===== src/rtl/kev_pkg.sv =====
package kev_pkg;
    localparam int KEV_CODE_W = 8;
    localparam int KEV_CNT_W  = 7;
    localparam int KEV_DEPTH  = 8;

    typedef struct packed {
        logic [KEV_CODE_W-1:0] code;
        logic [KEV_CNT_W:0]    dur;
    } kev_entry_t;

    localparam kev_entry_t KEV_EMPTY_SLOT = '{code: '1, dur: '0};
endpackage


===== src/rtl/kev_dur_step.sv =====
module kev_dur_step #(
    parameter int CNT_W = 7
) (
    input  logic [CNT_W:0] cur_i,
    input  logic           adv_i,
    output logic [CNT_W:0] nxt_o
);
    logic [CNT_W-1:0] low_d;
    logic             of_d;

    always_comb begin
        low_d = cur_i[CNT_W-1:0];
        of_d  = cur_i[CNT_W];
        if (adv_i) begin
            low_d = cur_i[CNT_W-1:0] + 1'b1;
            of_d  = cur_i[CNT_W] | (&cur_i[CNT_W-1:0]);
        end
        nxt_o = {of_d, low_d};
    end
endmodule


===== src/rtl/kev_ctrl.sv =====
module kev_ctrl #(
    parameter int DEPTH = 8,
    localparam int PTR_W = $clog2(DEPTH),
    localparam int CNT_B = $clog2(DEPTH + 1)
) (
    input  logic             clk,
    input  logic             rst_n,
    input  logic             flush_i,
    input  logic             evt_i,
    input  logic             pop_i,
    output logic [PTR_W-1:0] live_o,
    output logic             wr_en_o,
    output logic [PTR_W-1:0] wr_idx_o,
    output logic             clr_en_o,
    output logic [PTR_W-1:0] clr_idx_o,
    output logic [PTR_W-1:0] show_idx_o,
    output logic             empty_o,
    output logic             irq_n_o
);
    typedef struct packed {
        logic [PTR_W-1:0] rd;
        logic [PTR_W-1:0] live;
        logic [CNT_B-1:0] cnt;
        logic             seen;
        logic             pend;
    } ctrl_t;

    localparam ctrl_t CTRL_RST = '{rd: '0, live: PTR_W'(DEPTH - 1), cnt: '0,
                                   seen: 1'b0, pend: 1'b0};

    ctrl_t ctrl_d, ctrl_q;

    function automatic logic [PTR_W-1:0] ptr_inc(input logic [PTR_W-1:0] p);
        return (p == PTR_W'(DEPTH - 1)) ? '0 : p + 1'b1;
    endfunction

    always_comb begin
        ctrl_d    = ctrl_q;
        wr_en_o   = 1'b0;
        clr_en_o  = 1'b0;
        clr_idx_o = ctrl_q.rd;
        wr_idx_o  = ptr_inc(ctrl_q.live);
        // host side first
        if (pop_i) begin
            ctrl_d.pend = 1'b0;
            if (ctrl_q.cnt != '0 && ctrl_q.rd != ctrl_q.live) begin
                clr_en_o    = 1'b1;
                ctrl_d.rd   = ptr_inc(ctrl_q.rd);
                ctrl_d.cnt  = ctrl_q.cnt - 1'b1;
            end else if (ctrl_q.cnt != '0) begin
                ctrl_d.seen = 1'b1;
            end
        end
        // then the new event
        if (evt_i) begin
            wr_en_o     = 1'b1;
            ctrl_d.live = ptr_inc(ctrl_q.live);
            ctrl_d.seen = 1'b0;
            ctrl_d.pend = 1'b1;
            if (ctrl_d.cnt == CNT_B'(DEPTH))
                ctrl_d.rd = ptr_inc(ctrl_d.rd);
            else
                ctrl_d.cnt = ctrl_d.cnt + 1'b1;
        end
        if (flush_i) begin
            ctrl_d   = CTRL_RST;
            wr_en_o  = 1'b0;
            clr_en_o = 1'b0;
        end
    end

    always_ff @(posedge clk or negedge rst_n) begin
        if (!rst_n) ctrl_q <= CTRL_RST;
        else        ctrl_q <= ctrl_d;
    end

    assign live_o     = ctrl_q.live;
    assign show_idx_o = (ctrl_q.cnt == '0) ? ctrl_q.live : ctrl_q.rd;
    assign empty_o    = (ctrl_q.cnt == '0) || (ctrl_q.cnt == CNT_B'(1) && ctrl_q.seen);
    assign irq_n_o    = ~ctrl_q.pend;


    count_bound_chk: assert property (@(posedge clk) disable iff (!rst_n)
        ctrl_q.cnt <= CNT_B'(DEPTH));


    irq_cause_chk: assert property (@(posedge clk) disable iff (!rst_n)
        $fell(irq_n_o) |-> $past(evt_i && !flush_i));


    pop_release_chk: assert property (@(posedge clk) disable iff (!rst_n)
        (pop_i && !evt_i) |=> irq_n_o);


    flush_state_chk: assert property (@(posedge clk) disable iff (!rst_n)
        flush_i |=> (empty_o && irq_n_o && show_idx_o == PTR_W'(DEPTH - 1)));


    idle_pop_chk: assert property (@(posedge clk) disable iff (!rst_n)
        (pop_i && !evt_i && !flush_i && ctrl_q.cnt == '0) |=> ($stable(show_idx_o) && empty_o));
endmodule


===== src/rtl/kev_store.sv =====
module kev_store
    import kev_pkg::*;
#(
    parameter int DEPTH  = 8,
    parameter int CODE_W = 8,
    parameter int CNT_W  = 7,
    localparam int PTR_W = $clog2(DEPTH)
) (
    input  logic              clk,
    input  logic              rst_n,
    input  logic              flush_i,
    input  logic              tick_i,
    input  logic [PTR_W-1:0]  live_i,
    input  logic              wr_en_i,
    input  logic [PTR_W-1:0]  wr_idx_i,
    input  logic [CODE_W-1:0] wr_code_i,
    input  logic              clr_en_i,
    input  logic [PTR_W-1:0]  clr_idx_i,
    input  logic [PTR_W-1:0]  show_idx_i,
    output logic [CODE_W-1:0] rd_code_o,
    output logic [CNT_W:0]    rd_dur_o
);
    logic [CODE_W-1:0] code_d [DEPTH];
    logic [CODE_W-1:0] code_q [DEPTH];
    logic [CNT_W:0]    dur_d  [DEPTH];
    logic [CNT_W:0]    dur_q  [DEPTH];

    for (genvar g = 0; g < DEPTH; g++) begin : g_slot
        logic [CNT_W:0] stepped;

        kev_dur_step #(.CNT_W(CNT_W)) u_step (
            .cur_i (dur_q[g]),
            .adv_i (tick_i && live_i == PTR_W'(g)),
            .nxt_o (stepped)
        );

        always_comb begin
            code_d[g] = code_q[g];
            dur_d[g]  = stepped;
            if (clr_en_i && clr_idx_i == PTR_W'(g)) begin
                code_d[g] = '1;
                dur_d[g]  = '0;
            end
            if (wr_en_i && wr_idx_i == PTR_W'(g)) begin
                code_d[g] = wr_code_i;
                dur_d[g]  = '0;
            end
            if (flush_i) begin
                code_d[g] = '1;
                dur_d[g]  = '0;
            end
        end

        always_ff @(posedge clk or negedge rst_n) begin
            if (!rst_n) begin
                code_q[g] <= '1;
                dur_q[g]  <= '0;
            end else begin
                code_q[g] <= code_d[g];
                dur_q[g]  <= dur_d[g];
            end
        end
    end

    assign rd_code_o = code_q[show_idx_i];
    assign rd_dur_o  = dur_q[show_idx_i];


    of_sticky_chk: assert property (@(posedge clk) disable iff (!rst_n)
        (tick_i && !wr_en_i && !flush_i && dur_q[live_i][CNT_W]) |=> dur_q[$past(live_i)][CNT_W]);


    fresh_slot_chk: assert property (@(posedge clk) disable iff (!rst_n)
        (wr_en_i && !flush_i) |=> (dur_q[$past(wr_idx_i)] == '0 && code_q[$past(wr_idx_i)] == $past(wr_code_i)));
endmodule


===== src/rtl/key_event_queue.sv =====
module key_event_queue
    import kev_pkg::*;
#(
    parameter int DEPTH  = KEV_DEPTH,
    parameter int CODE_W = KEV_CODE_W,
    parameter int CNT_W  = KEV_CNT_W,
    localparam int PTR_W = $clog2(DEPTH)
) (
    input  logic              clk,
    input  logic              rst_n,
    input  logic              halt_n_i,
    input  logic              pwr_clr_i,
    input  logic              tick_i,
    input  logic              evt_i,
    input  logic [CODE_W-1:0] evt_code_i,
    input  logic              pop_i,
    output logic [CODE_W-1:0] rd_code_o,
    output logic [CNT_W:0]    rd_dur_o,
    output logic              empty_o,
    output logic              irq_n_o
);
    logic             flush;
    logic [PTR_W-1:0] live_ptr, wr_idx, clr_idx, show_idx;
    logic             wr_en, clr_en;

    assign flush = pwr_clr_i | ~halt_n_i;

    kev_ctrl #(.DEPTH(DEPTH)) u_ctrl (
        .clk        (clk),
        .rst_n      (rst_n),
        .flush_i    (flush),
        .evt_i      (evt_i),
        .pop_i      (pop_i),
        .live_o     (live_ptr),
        .wr_en_o    (wr_en),
        .wr_idx_o   (wr_idx),
        .clr_en_o   (clr_en),
        .clr_idx_o  (clr_idx),
        .show_idx_o (show_idx),
        .empty_o    (empty_o),
        .irq_n_o    (irq_n_o)
    );

    kev_store #(.DEPTH(DEPTH), .CODE_W(CODE_W), .CNT_W(CNT_W)) u_store (
        .clk        (clk),
        .rst_n      (rst_n),
        .flush_i    (flush),
        .tick_i     (tick_i),
        .live_i     (live_ptr),
        .wr_en_i    (wr_en),
        .wr_idx_i   (wr_idx),
        .wr_code_i  (evt_code_i),
        .clr_en_i   (clr_en),
        .clr_idx_i  (clr_idx),
        .show_idx_i (show_idx),
        .rd_code_o  (rd_code_o),
        .rd_dur_o   (rd_dur_o)
    );
endmodule


===== config.mk =====
export PLATFORM = sky130hd
export DESIGN_NAME = key_event_queue
export DESIGN_NICKNAME = d
export VERILOG_FILES = /design/src/rtl/kev_pkg.sv /design/src/rtl/kev_dur_step.sv /design/src/rtl/kev_ctrl.sv /design/src/rtl/kev_store.sv /design/src/rtl/key_event_queue.sv
export SDC_FILE = /design/constraint.sdc
export NUM_CORES = 1
export LEC_CHECK = 0
export CAP_MARGIN = 10
export CORE_UTILIZATION = 38
export DETAILED_ROUTE_END_ITERATION = 12
export SLEW_MARGIN = 20
export SYNTH_ARGS = -nofsm -noshare
export SYNTH_HDL_FRONTEND = slang
export SYNTH_SLANG_ARGS = --single-unit

===== constraint.sdc =====
create_clock -name clk -period 4.2 [get_ports clk]
set_input_delay 1.26 -clock clk [delete_from_list [all_inputs] [get_ports clk]]
set_output_delay 1.26 -clock clk [all_outputs]
set_load 0.005 [all_outputs]

==> flow_summary.toml, run 1 <==
[timing]
slew_viol_final = 0
timing.hold.ws_ns = 0.500
skew_ns = 0.00843
setup_tns_ns = 0
fin_crit_sh = 0.978
post-route-min-period_ns = 4.11
final_hold_viol_count = 0
setup_viol_count_final = 0
fmax_mhz = 244
relSlewSlack = 0.471
worstMarginPinSlew_ns = 0.793
rsz0062_at_grt = "no"

[synthesis]
synth_area_leader_cell = "dfrtp_1"
synthFlopType = "dfrtp_1"
ys_ff_latch = 140
ys_types = 33
synth_edf_count = 0
ys_seq_area_frac = 0.493
syn_area_per_cell_sq_um = 11.2
yosysMostFrequentCell = "nor2_1"
synth_commonest_cells = "nor2_1 (101), dfrtp_1 (73), dfstp_2 (67), o22a_1 (56), nand2_1 (48)"
ys_async_sr_fraction = 1.00
netlist_area_sq_mm = 0.00727
synth_top_area_frac = 0.251
syn_nets = 688
synthCells = 647
ys_warn_count = 0
netlist_top_cells_area = "dfrtp_1 (25%), dfstp_2 (24%), mux4_2 (9.9%)"

[floorplan]
core_area_sq_mm = 0.0187
die_x_um = 140
start_util = 0.389
die_y_um = 140
io_pins = 33
dieArea_sq_mm = 0.0197
rows = 50

[route]
via_per_inst = 5.67
vias = 5412
drt_iter0_drc = 323
ant_nets = 0
wl_mm = 18.9
wl_per_cell_um = 19.8
drt_pass1_iterations = 5
drc = 0

[clock_network]
cts_hold_buf = 0
cts_tree = "yes"
cts.htree.levels = 4
clk_latency_ns = 0.43
cts_made_buffers = 17
cts.path.max_buffers = 2
clockRootBuffer = "clkbuf_16"
clk_pin_slew_ns = 0.06
numClockSinks = 140

[run]
maxCapViolCount = 0

[placement]
gp_congestion = 0.816
io_buffers = 32
dpl.hpwl_mm = 12.3
place_area_sq_mm = 0.00800
placed_cells = 903

[min_path]
min_path_type = "reg2reg"
hp-start = "u_store.dur_q[39]"
holdPathStages = 2
holdPathEnd = "u_store.dur_q[39]"

[power_and_ir_drop]
switchingPower_uw = 922
peakVddDrop_v = 0.000350
combPwrFrac = 0.157
power_uw = 3510
pwr-share-seq = 0.394
p_int_uw = 2590
clockPowerShare = 0.449
switching_share = 0.263
power.leakage_uw = 0.00353
power_per_cell_area_mw_per_mm2 = 397

[global_route]
antenna_found_initial = 0
grt_use_total = 0.206
grt_pass1_wl_mm = 30.8
overflow = 0
grt_max_degree = 88
grt_pass1_vias = 5583

[worst_setup_path]
crit_type = "reg2out"
path_max_fanout = 5
regToRegStartpoint = "u_ctrl.live_o[2]"
r2r_cells = 8
rr_endpoint = "u_ctrl.ctrl_q[2]"
regToRegSetupSlack_ns = 1.35
cp_data_arrival_time_ns = 2.85
worstPathRequired_ns = 2.94
crit_path_end_kind = "output port"
cp-start-kind = "register"

[cells_and_area]
antenna_cells = 0
layout.cells.non_filler = 954
layout-drive-gt1-share = 0.296
ff_latch_area_sq_mm = 0.00359
stdcell_area_sq_mm = 0.00884
multi_input_area_sq_mm = 0.00356
syn_to_final_growth_pct = 21.6
nets = 748
fillers = 1644

[run_status]
outcome = "complete, no violations"
## final cells by class
class	count	share of cell area
Inverter	16	0.00679
Sequential cell	140	0.406
Multi-Input combinational cell	458	0.403
Clock buffer	19	0.0538
Clock inverter	13	0.0174
Tap cell	234	0.0331
Timing Repair Buffer	74	0.0802
## per-layer routing
layer,vias to the layer above,share of wire,track usage
met4,0,0.027,0.0787
met5,-,0,0
li1,2433,-,-
met3,45,0.059,0.0516
met1,2769,0.44,0.266
met2,165,0.48,0.333
## cells in the final DEF, fill, tap and decap left out, drive strengths merged, types with 2 or more instances in the layout
master / netlist / routed
a211o: 3 / 3
a21oi: 28 / 28
and3: 16 / 16
buf: 12 / 43
bufinv: 0 / 2
clkbuf: 21 / 30
clkdlybuf4s15: 0 / 3
clkdlybuf4s50: 0 / 15
clkinv: 0 / 7
dfrtp: 73 / 73
dfstp: 67 / 67
dlygate4sd2: 0 / 2
ha: 26 / 26
inv: 16 / 19
mux2: 18 / 18
mux2i: 4 / 4
mux4: 32 / 32
nand2: 48 / 48
nand3: 35 / 35
nand4: 7 / 7
nor2: 101 / 101
nor2b: 3 / 3
nor3: 6 / 6
o211ai: 4 / 4
o21ai: 9 / 9
o22a: 56 / 56
or3: 2 / 2
xnor2: 28 / 28
xor2: 25 / 25
## registers in the layout, summed over array words and instances (netlist names)
register,cells
u_ctrl.ctrl_q,6
u_store.code_q,64
u_store.dur_q,64
u_ctrl.live_o,3
u_ctrl.clr_idx_o,3
## power by group through the flow
stage          Combinational [uW]  Sequential (uW)  Clock (uW)
2_1_floorplan                 267             1400           0
3_3_place_gp                  425             1400           0
3_5_place_dp                  435             1410           0
4_1_cts                       532             1380        1600
5_1_grt                       589             1380        1650
6_report                      553             1380        1580
## logic make-up after synthesis
logic type	count (synthesis)	synth area share
compound gates	104	0.106
xor+xnor	53	0.0638
fa+ha+maj	26	0.0447
buf+inv	49	0.0268
flops	140	0.493
mux	54	0.132
simple gates	221	0.133
## critical path, cell delays in order (launching register included)
cell and delay, ns:
dfrtp_1 0.39, inv_2 0.09, ha_4 0.14, nor3b_4 0.22, nor2_2 0.09, a21oi_4 0.13
buf_6 0.16, buf_16 0.12, buf_6 0.10, mux4_2 0.49, mux2_2 0.27, clkdlybuf4s15_1 0.20
## worst max path at each step
| stage | start | to | depth (start not counted) |
|---|---|---|---|
| global route | u_ctrl.ctrl_q[2] | rd_dur_o[6] | 11 |
| CTS | u_ctrl.ctrl_q[3] | rd_dur_o[1] | 11 |
| finish | u_ctrl.ctrl_q[2] | rd_dur_o[6] | 11 |
| detailed placement | u_ctrl.ctrl_q[2] | rd_code_o[2] | 9 |
| floorplan | u_ctrl.ctrl_q[2] | rd_dur_o[0] | 8 |
| global placement | u_ctrl.ctrl_q[2] | rd_code_o[2] | 9 |
## what timing repair did
item	4_1_cts	5_1_grt
setup endpoints to repair	16	14
buffers inserted	15	2
cloned	2	0
pin swaps	2	2
gates resized for setup	37	23
## stage by stage
| stage | worst slack (ns) | util |
|---|---|---|
| after floorplan | 0.468 | - |
| after global placement | 0.196 | 0.428 |
| after detailed placement | 0.151 | 0.428 |
| after CTS | 0.000262 | 0.473 |
| after global routing | 0.00966 | 0.473 |
| final | 0.0942 | 0.473 |
(Power assumes the default switching activity.)
==> run 2, diff against run 1 <==
CORE_MARGIN = 2   (was default)
==> flow_summary.toml, run 2 (synthesized netlist as in run 1, its figures left out) <==
[worst_setup_path]
crit_path_end_kind = "output port"
rr_endpoint = "u_ctrl.ctrl_q[2]"
regToRegStartpoint = "u_ctrl.ctrl_q[2]"
cp_data_arrival_time_ns = 2.86
worstPathRequired_ns = 2.94
crit_type = "reg2out"
r2r_cells = 12
path_max_fanout = 8
cp-start-kind = "register"
regToRegSetupSlack_ns = 1.23

[timing]
worstMarginPinSlew_ns = 0.852
fin_crit_sh = 0.981
rsz0062_at_grt = "no"
fmax_mhz = 243
layout_setup_ws_ns = 0.0782
timing.hold.ws_ns = 0.497
skew_ns = 0.0120
setup_viol_count_final = 0
slew_viol_final = 0
final_hold_viol_count = 0
setup_tns_ns = 0
relSlewSlack = 0.432
post-route-min-period_ns = 4.12

[cells_and_area]
nets = 742
layout-drive-gt1-share = 0.275
mostFrequentLayoutCells = "nor2_1 (100), dfrtp_1 (73), dfstp_2 (67)"
syn_to_final_growth_pct = 20.8
top_regs = "u_store.code_q (64), u_store.dur_q (64), u_ctrl.ctrl_q (6)"
fillers = 1702
antenna_cells = 0
final_common_cell = "nor2_1"

[placement]
dpl.hpwl_mm = 12.3
io_buffers = 32
dp_slack_ns = 0.120
gp_congestion = 0.833

[clock_network]
cts_made_buffers = 17
clk_latency_ns = 0.43
cts_tree = "yes"
cts.htree.levels = 4
clk_pin_slew_ns = 0.07
numClockSinks = 140
cts.path.max_buffers = 2
clockRootBuffer = "clkbuf_16"
cts_hold_buf = 0

[global_route]
antenna_found_initial = 0
overflow = 0
grt_pass1_vias = 5586
grt_pass1_wl_mm = 29.8
grt_use_total = 0.193
grt_max_degree = 94

[floorplan]
io_pins = 33
rows = 50
die_x_um = 142
die_y_um = 142
core_area_sq_mm = 0.0188
start_util = 0.388
dieArea_sq_mm = 0.0203

[power_and_ir_drop]
power.leakage_uw = 0.00349
power_uw = 3450
peakVddDrop_v = 0.000301
power_per_cell_area_mw_per_mm2 = 392

[run_status]
outcome = "complete, no violations"

[route]
wl_mm = 18.1
drc = 0
vias = 5256
via_per_inst = 5.54
ant_nets = 0
drt_iter0_drc = 350
drt_pass1_iterations = 4
wl_per_cell_um = 19.1

[min_path]
holdPathStages = 2
holdPathEnd = "u_store.dur_q[7]"
hp-start = "u_store.dur_q[7]"
min_path_type = "reg2reg"

[run]
maxCapViolCount = 0
==> run 2: cell count changes in the layout (fill, tap and decap cells not counted), moves of 3 or more <==
cell             change
inv_6                +3
dlygate4sd2_1       +14
clkbuf_2            -11
clkdlybuf4s15_1      -3
buf_4                -4
mux2_2               +6
mux2_4               -6
==> run 2: critical path, cell delays in order (launching register included) <==
cell,delay (ns)
dfrtp_1,0.37
inv_2,0.06
ha_4,0.16
nor3b_4,0.15
buf_4,0.16
a21oi_4,0.16
buf_12,0.16
buf_12,0.14
mux4_2,0.52
mux2_2,0.29
dlygate4sd2_1,0.26
==> run 2: area by class of cell <==
cell class	instances	area, sq um	share of cell area
Sequential cell	140	3590	0.408
Timing Repair Buffer	68	694	0.0790
Multi-Input combinational cell	458	3540	0.403
Inverter	16	60.1	0.00683
Tap cell	234	293	0.0333
Clock inverter	12	123	0.0140
Clock buffer	20	489	0.0557
==> run 2: timing repair <==
action                     CTS  global route
setup buffers                8             0
gates resized for setup     27             0
setup endpoints to repair   16             0
==> run 2: worst max-delay path by stage <==
stage | from | cells past startpoint | to | slack [ns]
2_1_floorplan | u_ctrl.ctrl_q[2] | 8 | rd_dur_o[0] | 0.47
3_3_place_gp | u_ctrl.ctrl_q[2] | 9 | rd_code_o[7] | 0.18
3_5_place_dp | u_ctrl.ctrl_q[2] | 9 | rd_code_o[3] | 0.12
4_1_cts | u_ctrl.ctrl_q[2] | 10 | rd_code_o[7] | 0.04
5_1_grt | u_ctrl.ctrl_q[2] | 10 | rd_code_o[3] | 0.0008
6_report | u_ctrl.ctrl_q[2] | 10 | rd_code_o[7] | 0.08
==> run 2: report_power, final <==
group	switching [uW]	leakage (uW)	internal, uW
Clock	631	0.000299	915
Sequential	14.3	0.00172	1370
Combinational	273	0.00146	244
Total	918	0.00349	2530
==> run 2: per-stage QoR <==
stage	instance area, sq um	utilization	std cells
floorplan	7270	-	647
global placement	8040	0.428	906
detailed placement	8040	0.428	906
CTS	8790	0.468	948
global route	8790	0.468	948
finish	8790	0.468	948
==> run 2: metal layers <==
| layer | track usage | share of wire | up-vias |
|---|---|---|---|
| li1 | - | - | 2419 |
| met1 | 0.249 | 0.44 | 2683 |
| met2 | 0.318 | 0.49 | 131 |
| met3 | 0.0437 | 0.052 | 23 |
| met4 | 0.0745 | 0.021 | 0 |
| met5 | 0 | 0 | - |
